$ cat src/rtl/bwc_pkg.sv
`timescale 1ns/1ps
// Package: shared types for the bus wait-state generator.
// Assumes: nothing beyond standard SystemVerilog.
package bwc_pkg;

    // Wait counter state.
    typedef enum logic {
        CNT_IDLE = 1'b0,
        CNT_WAIT = 1'b1
    } cnt_state_e;

    // Access space codes; the code doubles as the wait field index.
    typedef enum logic [1:0] {
        SPC_IO   = 2'd0,
        SPC_PROG = 2'd1,
        SPC_YMEM = 2'd2,
        SPC_XMEM = 2'd3
    } bus_space_e;

endpackage

$ cat src/rtl/bwc_ctl_reg.sv
`timescale 1ns/1ps
// Module: bwc_ctl_reg
// Holds the packed wait fields and the page code. Only a hardware reset
// initialises it; it has no software reset input on purpose.
// Assumes: DATA_W >= NUM_SPACES*WAIT_W + PAGE_CODE_W; unused bits read zero.
module bwc_ctl_reg #(
    parameter int DATA_W      = 32,
    parameter int WAIT_W      = 4,
    parameter int NUM_SPACES  = 4,
    parameter int PAGE_CODE_W = 4,
    parameter int PAGE_RST    = 10
) (
    input  logic                         clk,
    input  logic                         rst_n,
    input  logic                         wr_en,
    input  logic [DATA_W-1:0]            wr_data,
    output logic [NUM_SPACES*WAIT_W-1:0] wait_fields,
    output logic [PAGE_CODE_W-1:0]       page_code,
    output logic [DATA_W-1:0]            rd_data
);
    localparam int FLD_BITS  = NUM_SPACES * WAIT_W;
    localparam int USED_BITS = FLD_BITS + PAGE_CODE_W;

    logic [FLD_BITS-1:0]    fld_q;
    logic [PAGE_CODE_W-1:0] page_q;
    logic                   unused_hi;

    // Purpose: hardware reset to slowest timing, otherwise accept writes.
    always_ff @(posedge clk) begin
        if (!rst_n) begin
            fld_q  <= '1;
            page_q <= PAGE_CODE_W'(PAGE_RST);
        end else if (wr_en) begin
            fld_q  <= wr_data[FLD_BITS-1:0];
            page_q <= wr_data[USED_BITS-1:FLD_BITS];
        end
    end

    // Purpose: form the read image with reserved bits forced to zero.
    always_comb begin
        rd_data                     = '0;
        rd_data[FLD_BITS-1:0]       = fld_q;
        rd_data[USED_BITS-1:FLD_BITS] = page_q;
    end

    assign wait_fields = fld_q;
    assign page_code   = page_q;
    assign unused_hi   = ^wr_data[DATA_W-1:USED_BITS];

endmodule

$ cat src/rtl/bwc_field_sel.sv
`timescale 1ns/1ps
// Module: bwc_field_sel
// Picks the wait field that belongs to the access space of a bus cycle.
// Assumes: field k sits at bits [k*WAIT_W +: WAIT_W]; 2**SPACE_W fields.
module bwc_field_sel #(
    parameter int WAIT_W  = 4,
    parameter int SPACE_W = 2
) (
    input  logic [(2**SPACE_W)*WAIT_W-1:0] fields,
    input  logic [SPACE_W-1:0]             space,
    output logic [WAIT_W-1:0]              sel_wait
);
    localparam int NUM_SPACES = 2 ** SPACE_W;

    logic [WAIT_W-1:0] fld_arr [NUM_SPACES];

    for (genvar g = 0; g < NUM_SPACES; g++) begin : g_unpack
        assign fld_arr[g] = fields[g*WAIT_W +: WAIT_W];
    end

    // Purpose: index the unpacked field array by the space code.
    always_comb begin
        sel_wait = fld_arr[space];
    end

endmodule

$ cat src/rtl/bwc_wait_cnt.sv
`timescale 1ns/1ps
// Module: bwc_wait_cnt
// Down-counter for one bus cycle. It loads its own copy of the wait value
// when a cycle is accepted, so later register writes cannot disturb it.
// Assumes: start is honoured when idle or in the ready cycle; soft_rst aborts.
module bwc_wait_cnt #(
    parameter int WAIT_W = 4
) (
    input  logic              clk,
    input  logic              rst_n,
    input  logic              soft_rst,
    input  logic              start,
    input  logic [WAIT_W-1:0] load_val,
    output logic              ready,
    output logic              busy
);
    import bwc_pkg::*;

    cnt_state_e        state_q;
    logic [WAIT_W-1:0] cnt_q;
    logic              accept;

    // Purpose: decide completion and whether a new cycle is taken.
    always_comb begin
        ready  = (state_q == CNT_WAIT) && (cnt_q == '0);
        accept = start && ((state_q == CNT_IDLE) || ready);
    end

    // Purpose: load, count down and return to idle.
    always_ff @(posedge clk) begin
        if (!rst_n || soft_rst) begin
            state_q <= CNT_IDLE;
            cnt_q   <= '0;
        end else if (accept) begin
            state_q <= CNT_WAIT;
            cnt_q   <= load_val;
        end else if (ready) begin
            state_q <= CNT_IDLE;
        end else if (state_q == CNT_WAIT) begin
            cnt_q   <= cnt_q - 1'b1;
        end
    end

    assign busy = (state_q == CNT_WAIT);

endmodule

$ cat src/rtl/bwc_page_dec.sv
`timescale 1ns/1ps
// Module: bwc_page_dec
// Turns a page code N into a mask with the low N bits set.
// Assumes: MASK_W = 2**PAGE_CODE_W - 1, so every code has a mask.
module bwc_page_dec #(
    parameter int PAGE_CODE_W = 4
) (
    input  logic [PAGE_CODE_W-1:0]      page_code,
    output logic [2**PAGE_CODE_W-2:0]   page_mask
);
    localparam int MASK_W = 2 ** PAGE_CODE_W - 1;

    // One thermometer bit per position: set when the code exceeds it.
    for (genvar i = 0; i < MASK_W; i++) begin : g_therm
        assign page_mask[i] = (int'(page_code) > i);
    end

endmodule

$ cat src/rtl/bus_wait_ctl.sv
`timescale 1ns/1ps
// Module: bus_wait_ctl
// Top of the programmable wait-state generator: control register, field
// select, per-cycle wait counter and page mask decoder.
// Assumes: synchronous active-low hardware reset; single register, no address.
module bus_wait_ctl #(
    parameter int DATA_W      = 32,
    parameter int WAIT_W      = 4,
    parameter int SPACE_W     = 2,
    parameter int PAGE_CODE_W = 4,
    parameter int PAGE_RST    = 10
) (
    input  logic                      clk,
    input  logic                      rst_n,
    input  logic                      soft_rst,
    input  logic                      reg_wr_en,
    input  logic [DATA_W-1:0]         reg_wdata,
    output logic [DATA_W-1:0]         reg_rd_data,
    input  logic                      cyc_start,
    input  logic [SPACE_W-1:0]        cyc_space,
    output logic                      ready,
    output logic [2**PAGE_CODE_W-2:0] page_mask
);
    localparam int NUM_SPACES = 2 ** SPACE_W;
    localparam int FLD_BITS   = NUM_SPACES * WAIT_W;

    logic [FLD_BITS-1:0]    wait_fields;
    logic [PAGE_CODE_W-1:0] page_code;
    logic [WAIT_W-1:0]      sel_wait;
    logic                   cnt_busy;

    bwc_ctl_reg #(
        .DATA_W(DATA_W), .WAIT_W(WAIT_W), .NUM_SPACES(NUM_SPACES),
        .PAGE_CODE_W(PAGE_CODE_W), .PAGE_RST(PAGE_RST)
    ) u_reg (
        .clk(clk), .rst_n(rst_n), .wr_en(reg_wr_en), .wr_data(reg_wdata),
        .wait_fields(wait_fields), .page_code(page_code), .rd_data(reg_rd_data)
    );

    bwc_field_sel #(.WAIT_W(WAIT_W), .SPACE_W(SPACE_W)) u_sel (
        .fields(wait_fields), .space(cyc_space), .sel_wait(sel_wait)
    );

    bwc_wait_cnt #(.WAIT_W(WAIT_W)) u_cnt (
        .clk(clk), .rst_n(rst_n), .soft_rst(soft_rst), .start(cyc_start),
        .load_val(sel_wait), .ready(ready), .busy(cnt_busy)
    );

    bwc_page_dec #(.PAGE_CODE_W(PAGE_CODE_W)) u_page (
        .page_code(page_code), .page_mask(page_mask)
    );

endmodule

$ cat config.mk
export PLATFORM = sky130hd
export DESIGN_NAME = bus_wait_ctl
export DESIGN_NICKNAME = d
export VERILOG_FILES = /design/src/rtl/bwc_pkg.sv /design/src/rtl/bwc_ctl_reg.sv /design/src/rtl/bwc_field_sel.sv /design/src/rtl/bwc_wait_cnt.sv /design/src/rtl/bwc_page_dec.sv /design/src/rtl/bus_wait_ctl.sv
export SDC_FILE = /design/constraint.sdc
export NUM_CORES = 1
export LEC_CHECK = 0
export BUFFER_PORTS_ARGS = -buffer_cell sky130_fd_sc_hd__buf_2
export CORE_MARGIN = 4
export CORE_UTILIZATION = 35
export CTS_CLUSTER_SIZE = 28
export DETAILED_ROUTE_END_ITERATION = 16
export PLACE_DENSITY = 0.68
export SLEW_MARGIN = 20
export SYNTH_ARGS = -nofsm -noshare
export SYNTH_HDL_FRONTEND = slang
export SYNTH_SLANG_ARGS = --single-unit
$ cat constraint.sdc
create_clock -name clk -period 2.5 [get_ports clk]
set_input_delay 0.125 -clock clk [delete_from_list [all_inputs] [get_ports clk]]
set_output_delay 0.125 -clock clk [all_outputs]
set_load 0.02 [all_outputs]
==> reports/summary.md, run 1 <==
Number of buffers added on ports: 62. The setup fix buffers added after clock tree synthesis was 0; the starting density of the core was 37.6%. The compound-cell area share of the yosys netlist works out to 8.03%. The placeable core region was 3440 µm². The logs give 39 for the DRC marker count from the first detailed-route iteration and 21 for the number of placement rows.

The netlist area before placement was 1290 µm². The die covers 4730 µm². The run gives 4 as the first-pass iteration count of the detailed router. TritonCTS built the clock tree. Setup repair after global routing left no endpoint under its margin.

After clock tree synthesis, the clock-pin slew on the worst setup and hold paths is 90 ps. After synthesis, the largest family of logic cells by area is multiplexers. Global routing used 11.4% of the available tracks. The analysis attributes to cell leakage a power of 0.784 nW. Counting flops with an async set or reset pin after synthesis yields a share of 0%.

The tools report the initial antenna violation count as 0. The tree is rooted in a clkbuf_8. The maximum level of the CTS H-tree is 1, and the share of post-route cells with drive strength above 1 is 37.1%.

The number of synthesized flops with an enable pin is 0. Fraction of synthesized area in multiplexers: 24.6%. The first global-routing pass estimated 4.13 mm of wire.

Averaged over all synthesized cells, the footprint is 9.37 µm². The synthesized netlist devotes 0.677% of its cell area to XOR and XNOR gates. Pin placement for this block handled 87 I/O pins. The normalized max-slew margin is 61.4%.

The filler cell count in the final layout came out at 325. The finished layout holds 240 standard cells, fillers aside. For this run, the number of Yosys warnings is 0. The area growth from synthesis to layout is 25.3%. The cell depth of the worst flop-to-flop path came out at 6.

The critical path is of the register to output pin type. In this run the worst path has a maximum fanout of 5. The kind of start point of the critical path is a register. The net total in the final layout is 235, and the via-per-instance ratio is 4.59. Summed over all layers, the global routing overflow is 0.

The cell count after synthesis came out at 138. The routed wire length came out at 2.90 mm. For this design the ratio of total power to cell area is 551 nW/µm².

Data on the critical path is required at its endpoint by 2380 ps. In the layout the commonest cells are 62 x buf_2, 25 x dfxtp_1, 23 x nand2_1. The count of nets left with antenna violations once routing finished came out at 0. At the pin with the least slew margin, the transition time is 578 ps. The floorplan die height is 68.8 µm, and the highest achievable clock rate is 580 MHz. Number of endpoints with negative hold slack in the final report: 0.

The total via count after detailed routing came out at 1101. The worst hold path was traced through 3 stages. Summing all multi-input logic gate instances after layout gives 688 µm².

The number of CTS-inserted buffers was 3. The worst setup path is captured at an output pin. Post-CTS repair changed the size of 0 cells. The run gives 236 as the total placed cells including tap cells. The run finished with clean final reports.

Commonest non-fill, non-tap cell in the layout: buf_2. The tools report the combined flip-flop and latch cell area as 500 µm². Counting every sink on the clock net gives 25.

The run gives 0.668 as the global placement routability congestion. Summed over all nets, the half-perimeter wirelength after detailed placement is 2.23 mm. Across the VDD grid, the largest voltage drop is 409 µV. The number of slew-limit violations in the final report is 0.

0 antenna diodes ended up in the layout. For this run, the leading register cell type out of synthesis is dfxtp_1. No sink is reached through more buffers than the 2 on the longest clock path. The via count of the first global-routing pass was 925; the mean routed wirelength per cell was 12.1 µm.

The count of state elements after synthesis was 25. The tools report the maximum number of pins on one net before global-route repair as 22. The routed design could run at a clock period as short as 1720 ps.

The hold-fix buffer count after cts came out at 0. The final worst clock skew was 3.12 ps; the adder and majority cell fraction of the synthesized area was 0.967%. The tightest hold path in the finished design has a slack of 68.2 ps.

In the routed design, unresolved DRC markers number 0. Across the run, the number of max-cap violations was 0. The synthesized netlist devotes 15.5% of its cell area to simple gates. The width of the die is 68.8 µm. The logs give 31 for the number of different library cells in the post-synthesis netlist and 1600 ps for the data arrival time of the critical path. Worst hold-check path type: input pin to register.

The final setup violation count was 0; the final critical-path share of the clock period was 69.0%. Of the synthesized area, sequential elements account for 38.7%. In the final timing run, aggregate negative setup slack is 0 ps. The later pin in the worst-skew pair is clocked with a latency of 260 ps.
cell type report:
type | count | area share (%)
Inverter | 5 | 1.16
Clock buffer | 3 | 2.55
Clock inverter | 1 | 0.309
Timing Repair Buffer | 62 | 19.1
Multi-Input combinational cell | 98 | 42.4
Sequential cell | 25 | 30.9
Tap cell | 46 | 3.55
synth_stat cells, types with 2 or more instances:
library cell	n	area share, %
a21oi_1	4	1.5
a31o_2	2	1.4
and3_1	2	0.97
buf_2	3	1.2
buf_4	12	7.0
clkbuf_1	6	1.7
dfxtp_1	25	39
inv_1	5	1.5
mux2i_1	22	17
mux4_1	2	4.1
mux4_2	2	3.5
nand2_1	23	6.7
nand2b_1	3	1.5
nor2_1	6	1.7
nor2b_1	3	1.5
or3_1	3	1.5
power breakdown:
group          switching (mW)  internal [mW]  total [mW]
registers              0.0257          0.422       0.448
clock network           0.123          0.111       0.235
logic                   0.124         0.0872       0.211
logic make-up (layout without fill, tap and decap cells):
kind of cell,Yosys count,count (layout)
other cells,1,12
buf+inv,26,71
compound gates,15,15
simple gates,43,43
flops,25,25
xor+xnor,1,1
mux,26,26
fa+ha+maj,1,1
per-stage QoR:
stage	util (%)	power [mW]	area [µm²]	setup slack [ps]
2_1_floorplan	-	0.614	1340	1050
3_3_place_gp	45.8	0.667	1580	962
3_5_place_dp	45.8	0.669	1580	916
4_1_cts	47.1	0.902	1620	780
5_1_grt	47.1	0.936	1620	737
6_report	47.1	0.893	1620	776
critical path, cell delays in order, from the launching register on:
cell and delay (ps):
dfxtp_1 320, inv_1 100, ha_1 210, or3b_4 430, nor2_1 110, buf_2 170
sequential cells by signal, indices dropped and copies added, names as in the netlist:
name / flops
u_cnt.cnt_q: 4
u_cnt.busy: 1
u_reg.page_code: 4
u_reg.wait_fields: 16
path summary, 6_finish.rpt:
path                   startpoint  slack [ps]              endpoint
max reg2reg        u_cnt.cnt_q[0]         890        u_cnt.cnt_q[0]
min                  reg_wdata[7]          70  u_reg.wait_fields[7]
min reg2reg  u_reg.wait_fields[1]         510  u_reg.wait_fields[1]
max                u_cnt.cnt_q[0]         780                 ready
routing by layer:
| layer | GRT usage [%] | vias up | wire, µm |
|---|---|---|---|
| met5 | 0 | - | 0 |
| met2 | 16.7 | 51 | 1300 |
| met1 | 16.0 | 489 | 1280 |
| met3 | 3.57 | 2 | 302 |
| li1 | - | 559 | - |
| met4 | 3.16 | 0 | 19 |
No activity file was read; power rests on OpenSTA's default activity.
==> run 2: changes to the inputs <==
--- a/config.mk
+++ b/config.mk
@@ -5,12 +5,13 @@
 export SDC_FILE = /design/constraint.sdc
 export NUM_CORES = 1
 export LEC_CHECK = 0
+export ABC_AREA = 1
 export BUFFER_PORTS_ARGS = -buffer_cell sky130_fd_sc_hd__buf_2
 export CORE_MARGIN = 4
 export CORE_UTILIZATION = 35
 export CTS_CLUSTER_SIZE = 28
 export DETAILED_ROUTE_END_ITERATION = 16
-export PLACE_DENSITY = 0.68
+export PLACE_DENSITY = 0.7
 export SLEW_MARGIN = 20
 export SYNTH_ARGS = -nofsm -noshare
 export SYNTH_HDL_FRONTEND = slang
==> constraint.sdc (replaced) <==
create_clock -name clk -period 1.5 [get_ports clk]
set_input_delay 0.075 -clock clk [delete_from_list [all_inputs] [get_ports clk]]
set_output_delay 0.075 -clock clk [all_outputs]
set_load 0.02 [all_outputs]
==> run 2 against run 1 <==
- critical path depth did not move
- cell area rose by 3.5%
- largest cell class unchanged
- non-clock buffer count did not move
- highest routed layer unchanged
- largest power group unchanged
- cell count rose by 26%
- setup slack got worse by 640 ps
- register-to-register slack got worse by 620 ps
==> reports/summary.md, run 2 <==
The flow ran to the end, and the final reports show no timing, DRC or antenna violations. For the pin with the worst max-slew slack, the measured transition is 505 ps. The maximum number of pins on one net before global-route repair was 33; the via-per-instance ratio was 4.48.

Top cell type by total area after synthesis: dfxtp_1. After global routing the overflow that remains totals 0. The tools report the endpoint type of the worst setup path as an output pin. Along the worst path, the maximum fanout reaches 4. For the max-capacitance violation count, the log shows 0. For the hold-fix buffer count after cts, the log shows 0. The number of slew-limit violations in the final report came out at 0. In this run the power density over the cells is 926 nW/µm². The top cell types in the final layout, fill and taps aside, are 62 x buf_2, 40 x nand2_1, 25 x dfxtp_1.

The antenna violation net count after detailed routing is 0, and the net total in the final layout is 296. The highest-delay cell along the critical path was dfxtp_1. The final core utilization is 45.5%, and the clock latency of the later-clocked register in the worst-skew pair is 270 ps. After synthesis, the cell types taking the most area are dfxtp_1 37%, nand2_1 11%, buf_4 7.8%, inv_1 6.1%, a21oi_1 5.9%. The I/O pin total is 87. The number of endpoints with negative hold slack in the final report is 0, and the highest cell delay on the worst timing path is 320 ps.

The floorplan step defined a die boundary enclosing 4910 µm². Clock slew at the register clock pins of the worst setup and hold paths: 80 ps. The average cell area after synthesis came out at 6.85 µm².

The design draws 1.55 mW. The final critical-path share of the clock period works out to 90.9%. The tools report the root buffer cell as clkbuf_8.

The first global-routing pass estimated 5.46 mm of wire. The run gives 3690 µm² as the placeable core region. Width of the die: 70.1 µm. The tools report the warning count from the yosys run as 0. The fraction of synthesis flops using an asynchronous set or reset pin works out to 0%. The most used flip-flop cell after synthesis is dfxtp_1. At the worst endpoint, the required time is 1420 ps.

The worst IR drop on VDD was 398 µV; the final worst clock skew was 1.69 ps. Leaving out fill and tap cells, the most frequent cell in the layout is buf_2. Summed over all layers, the routed wires come to 3.31 mm. For the starting density of the core, the log shows 36.6%. The mean routed wirelength per cell is 10.9 µm. Once the clock tree was built, the setup fixing pass inserted 0 buffers. The run gives 0 as the initial antenna violation count. For this run, the register share of the synthesized area comes to 37.1%.

The maximum level of the CTS H-tree was 1; the filler cell count in the final layout was 413. Combined flip-flop and latch cell area: 500 µm². The longest clock path from root to sink contains 2 buffers. The final setup violation count is 0, and the total negative setup slack is 0 ps. The die is 70.1 µm tall. The flip-flop count of the largest register, all copies and words added was 16. Number of DRC violations after detailed routing: 0.

Setup repair after global routing left no endpoint under its margin. After routing the design area is 1680 µm². Data arrival time of the critical path: 1290 ps. The area occupied by multi-input gates is 664 µm².

In the final layout, the share of cells above drive strength 1 is 30.6%. The leakage power total was 0.905 nW. Among all cell types in the netlist, the one instantiated most often is nand2_1. Measured against its own limit, the worst slew margin works out to 66.3%. For this run, the detailed router's first-pass iteration total came to 4. The repair_antennas step left the layout with diodes totalling 0. The via count of the first global-routing pass was 1241; the global placement routability congestion was 0.834. Relative to the synthesized area, the layout overhead comes to 24.4%.

Gates resized during post-CTS repair numbered 0. Global routing consumed, over all layers together, 13.4% of the routing resources. The synthesized netlist contains 23 unique library cells. The top cell type by area accounts for 37.1% of the synthesized area. The critical path is of the register to output pin type. The signal on the critical path passes through inv_1 -> ha_1 -> nand2_4 -> nor2_1 -> buf_2. The commonest cells after synthesis are 40 x nand2_1, 25 x dfxtp_1, 22 x inv_1.

The synthesized design contains 0 enable-type register cells. Counting flops and latches in the post-synthesis netlist gives 25. The worst path buffer plus inverter count is 2, and the highest achievable clock rate is 733 MHz. Across all layers, the routed design uses 1357 vias.

The logs give 197 for the cell count after synthesis and 1630 µm² for the post-placement cell area. The number of buffers added on ports is 62. The family with the most delay on the worst path was flip-flops. The tools report the total clock sinks as 25. The tools report the number of CTS-inserted buffers as 3. The tools report the kind of start point of the critical path as a register. HPWL after detailed placement: 2.64 mm. The initialized floorplan defines 22 standard-cell rows. After synthesis the cells add up to 1350 µm². The worst hold path belongs to the class input pin to register. TritonCTS built the clock tree. The routed design could run at a clock period as short as 1360 ps.

The detailed router finished its first iteration with 79 violations.
-- run 2: cell types whose count changed after synthesis, sizes merged, moves of 13 or more --
cell and change:
a21oi +13, inv +21, mux2i -22, nand2 +20
nand3 +14, nor2 +15, o21ai +21
-- run 2: path summary, 6_finish.rpt --
check / start / end / slack (ps) / cells after the start
setup / recovery: u_cnt.cnt_q[0] / ready / 140 / 5
hold / removal: reg_wdata[7] / u_reg.wait_fields[7] / 20 / 3
setup reg to reg: u_cnt.cnt_q[0] / u_cnt.cnt_q[2] / 270 / 9
hold reg to reg: u_reg.wait_fields[9] / u_reg.wait_fields[9] / 470 / 2
-- run 2: layout make-up --
cell class / instances / share of cell area (%)
well taps: 48 / 3.58
flip-flops and latches: 25 / 29.8
multi-input cells: 138 / 39.6
clock buffers: 4 / 2.68
inverters: 26 / 5.82
repair buffers: 62 / 18.5
-- run 2: cells by family (layout without fill, tap and decap cells) --
logic type      count (synthesis)  count (layout)  share of synthesized area [%]
simple gates                   84              84                           29.2
buf+inv                        45              92                           16.7
compound gates                 40              40                           15.1
flops                          25              25                           37.1
fa+ha+maj                       1               1                          0.927
other cells                     1              12                          0.278
xor+xnor                        1               1                          0.649
-- run 2: through the flow --
stage | hold WS, ps | cells | setup slack [ps]
final | 15.6 | 303 | 136
after global routing | 22.0 | 303 | 13.5
after CTS | 12.5 | 303 | 111
after detailed placement | 293 | 299 | 264
after global placement | 289 | 299 | 303
after floorplan | 197 | 208 | 243
-- run 2: tightest hold or removal path, cell delays in order --
cell     delay [ps]
buf_2            70
a21oi_1          50
o21ai_0          60
-- run 2: power breakdown --
group / switching [mW] / internal [mW] / total, mW / leakage, nW
logic: 0.278 / 0.137 / 0.416 / 0.675
clock network: 0.208 / 0.190 / 0.398 / 0.0228
registers: 0.0317 / 0.708 / 0.740 / 0.208
total: 0.518 / 1.04 / 1.55 / 0.905
-- run 2: per-layer routing --
| layer | GRT usage [%] | part of all wire [%] | routed length (µm) | up-vias |
|---|---|---|---|---|
| li1 | - | - | - | 716 |
| met1 | 15.4 | 44 | 1450 | 590 |
| met2 | 23.6 | 48 | 1590 | 47 |
| met3 | 3.31 | 6.9 | 227 | 4 |
| met4 | 5.32 | 1.3 | 42 | 0 |
| met5 | 0 | 0 | 0 | - |
==> run 3: changes to the inputs <==
--- a/config.mk
+++ b/config.mk
@@ -11,8 +11,11 @@
 export CORE_UTILIZATION = 35
 export CTS_CLUSTER_SIZE = 28
 export DETAILED_ROUTE_END_ITERATION = 16
-export PLACE_DENSITY = 0.7
+export PLACE_DENSITY = 0.67
+export RECOVER_POWER = 25
+export SETUP_SLACK_MARGIN = 0.5
 export SLEW_MARGIN = 20
 export SYNTH_ARGS = -nofsm -noshare
 export SYNTH_HDL_FRONTEND = slang
+export SYNTH_HIERARCHICAL = 1
 export SYNTH_SLANG_ARGS = --single-unit
==> run 3 against run 2 <==
- routed wire length rose by 16%
- hold slack improved by 0.58 ps
- via count rose by 11%
- sequential share of layout area fell by 4.1 points
- critical endpoint is now page_mask[6]
- highest routed layer unchanged
==> reports/summary.md, run 3 <==
Along the worst path, the maximum fanout reaches 6. The number of CTS-inserted buffers is 3, and the leakage power total is 1.13 nW. The xor/xnor share of the synthesized area works out to 0%. By area the synthesized netlist is led by dfxtp_1 32%, nand2_1 17%, buf_4 16%, nand3_1 12%, inv_1 6.5%.

The logs give 0 for the initial antenna violation count and 62.5% for the normalized max-slew margin. For this block, the initial DRC count from the detailed router was 86. At the end of routability-driven placement, the weighted congestion stood at 0.810. The tools report the clock latency of the later-clocked register in the worst-skew pair as 260 ps. The layout-stage area growth over the synthesis result came out at 32.3%.

TritonCTS built the clock tree. The first-pass iteration count of the detailed router is 4, and the met3 usage in global routing is 2.94%. The post-route cell area was 2070 µm²; the via count of the first global-routing pass was 1348. 0 antenna diodes ended up in the layout. The tools report the global-route met1 utilization as 16.7%. The placeable core region came out at 4350 µm². The setup path with the least slack is of type register to output pin.

The compound-cell area share of the yosys netlist was 2.56%; the worst setup slack after layout was 205 ps. The commonest non-fill, non-tap cell in the layout was nand2_1. Cell with the most instances after synthesis: nand2_1.

Setup repair after global routing could not meet its margin everywhere. The final critical path takes up 86.3% of the cycle. Across the run, the number of max-cap violations was 0. STA classifies the critical path startpoint as a register. STA puts the critical path data arrival time at 1220 ps. The critical path starts at u_reg/page_code[0].

Combinational family with the most area after synthesis: simple AND/OR/NAND/NOR gates. Clock skew on the completed layout was measured at 2.04 ps. The combined global-route utilization of all metal layers was 13.0%; the starting density of the core was 36.0%. The run gives 31.9% as the share of the yosys chip area belonging to registers. The run gives 3.84 mm as the routed wire length.

The top cell types in the final layout, fill and taps aside, are 66 x nand2_1, 43 x buf_2, 36 x nand3_1. The first global-routing pass estimated 5.84 mm of wire. Synthesis inferred 25 register bits. The commonest cells after synthesis are 72 x nand2_1, 37 x nand3_1, 33 x buf_4. In the final layout, the share of cells above drive strength 1 is 44.5%. The highest cell delay on the worst timing path was 530 ps; the total power density per cell area was 819 nW/µm². The area share of the leading cell type in the synthesized netlist is 31.9%. The tree is rooted in a clkbuf_8. The run gives 1420 ps as the data required time at the worst endpoint. For met2 alone, demand over resource in global routing was 23.0%. The number of buffers added on ports is 62, and the cell count after synthesis is 243.

The flow ran to the end, and the final reports show no timing, DRC or antenna violations. For this design, the sink count on the clock tree is 25. The worst path buffer plus inverter count is 1, and the number of cells in the finished layout apart from fillers is 342. The worst hold-check path type was input pin to register. Flip-flop count of the largest register, all copies and words added: 16.

The run gives 0 as the final setup violation count. In the synthesized netlist the dominant register cell turns out to be dfxtp_1. In the final design database the tool counted 331 nets. Highest-delay cell along the critical path: dfxtp_1.

In the routed design, unresolved DRC markers number 0. The HPWL after detailed placement is 2.64 mm. For the number of slew-limit violations in the final report, the log shows 0.

Summed over all layers, the global routing overflow is 0. The clock slew at the register clock pins of the worst setup and hold paths is 80 ps. The mean routed wirelength per cell is 11.2 µm. Of the total synthesized cell area, the portion taken by full adders, half adders and majority gates is 0.799%. Counting along the longest clock path gives a buffer depth of 2. The worst hold slack across all endpoints is 16.1 ps. The layer with the highest usage after global routing is met2. The number of synthesized flops with an enable pin was 0; the width of the die was 74.9 µm.

In this run the count of I/O pins placed on the die edge is 87. Entering global routing, the biggest net connects 21 pins. Summed over all failing endpoints, the final setup total negative slack is 0 ps. At the pin with the least slew margin, the transition time is 562 ps. Top cell type by total area after synthesis: dfxtp_1.

The fraction of synthesis flops using an asynchronous set or reset pin was 0%; the flop-to-flop setup slack was 410 ps. The count of nets left with antenna violations once routing finished came out at 0. Traced cell by cell, the critical path runs through nand2_4 -> o21ai_2 -> buf_6. Detailed routing inserted a total of 1512 vias. The floorplan die height is 74.9 µm. The family with the most delay on the worst path is flip-flops. The number of different library cells used by synthesis comes to 24. The average cell area after synthesis was 6.45 µm².

The most critical setup path has its endpoint at page_mask[6]. The total placed cells including tap cells came out at 331. For the worst flop-to-flop path, the logic depth is 8. IR analysis of the VDD net gives a maximum drop of 379 µV. Based on the critical path, the design can be clocked at up to 772 MHz. For this run, the number of Yosys warnings is 6. Endpoint type of the worst setup path: an output pin. Critical register-to-register path endpoint: u_cnt/cnt_q[0]. Counting I/O delays and the setup requirement, the final critical path takes 1300 ps.

Post-placement cell area: 1750 µm². Prior to clock tree synthesis, the placed netlist has a worst setup slack of 401 ps. The startpoint of the worst register-to-register path was u_cnt/cnt_q[0]. The tools report the number of endpoints with negative hold slack in the final report as 0.

The synthesized netlist devotes 37.3% of its cell area to simple gates. In this run the core area contains 24 standard-cell rows. The fraction of synthesized area in multiplexers came out at 0%. Using the TritonRoute via totals, the vias-per-cell ratio works out to 4.42. Critical path depth in cells: 3. The netlist area before placement is 1570 µm², and the area of the die is 5610 µm². Maximum level of the CTS H-tree: 1.
[run 3: cell types whose count changed after synthesis, sizes merged, moves of 10 or more]
| cell | previous run | this run |
|---|---|---|
| a21oi | 17 | 2 |
| nand3 | 15 | 37 |
| o21ai | 23 | 3 |
| nand2 | 44 | 77 |
| buf | 17 | 37 |
| inv | 26 | 36 |
[run 3: final cells by class]
cell class | instances | area (µm²)
Clock buffer | 4 | 45.0
Fill cell | 429 | 2280
Inverter | 36 | 143
Multi-Input combinational cell | 154 | 802
Sequential cell | 25 | 533
Tap cell | 52 | 65.1
Timing Repair Buffer | 71 | 485
[run 3: power by group]
group | switching [mW] | total (mW) | internal [mW]
clock | 0.201 | 0.391 | 0.189
sequential | 0.0605 | 0.773 | 0.712
combinational | 0.314 | 0.535 | 0.220
total | 0.576 | 1.70 | 1.12
[run 3: metal layers]
layer | wire (µm) | part of all wire, % | up-vias
met4 | 23 | 0.60 | 0
met5 | 0 | 0 | -
li1 | - | - | 788
met2 | 1860 | 49 | 51
met1 | 1630 | 43 | 671
met3 | 315 | 8.2 | 2
[run 3: worst min path at each step]
stage | start | end | slack [ps] | cells past startpoint
after floorplan | reg_wdata[13] | u_reg/wait_fields[13] | 200 | 2
after global placement | reg_wdata[5] | u_reg/wait_fields[5] | 290 | 3
after detailed placement | reg_wdata[13] | u_reg/wait_fields[13] | 290 | 3
after CTS | reg_wdata[10] | u_reg/wait_fields[10] | 9 | 3
after global routing | reg_wdata[13] | u_reg/wait_fields[13] | 5 | 3
final | reg_wdata[13] | u_reg/wait_fields[13] | 20 | 3
[run 3: timing repair]
action	4_1_cts	5_1_grt
endpoints found under the hold margin	0	0
pin swaps	9	7
gates cloned	0	0
gates resized for setup	51	29
setup buffers	7	0
hold buffers	0	0
setup endpoints to repair	23	23
[run 3: worst register-to-register path: stages (launching register included)]
cell	delay, ps
dfxtp_2	340
inv_2	50
ha_4	160
nand2_4	90
nand2_4	100
nand3_1	90
nand3_1	70
nand2_1	70
inv_1	40
[run 3: kinds of logic after synthesis]
kind of cell	after synthesis
and+or+nand+nor	135
buffers and inverters	75
adders and majority gates	1
DFF	25
AOI/OAI and AO/OA	6
other	1
[run 3: per-stage QoR]
stage          power, mW  utilization [%]
2_1_floorplan       1.14                -
3_3_place_gp        1.20             40.1
3_5_place_dp        1.21             40.1
4_1_cts             1.68             45.5
5_1_grt             1.81             47.6
6_report            1.70             47.6
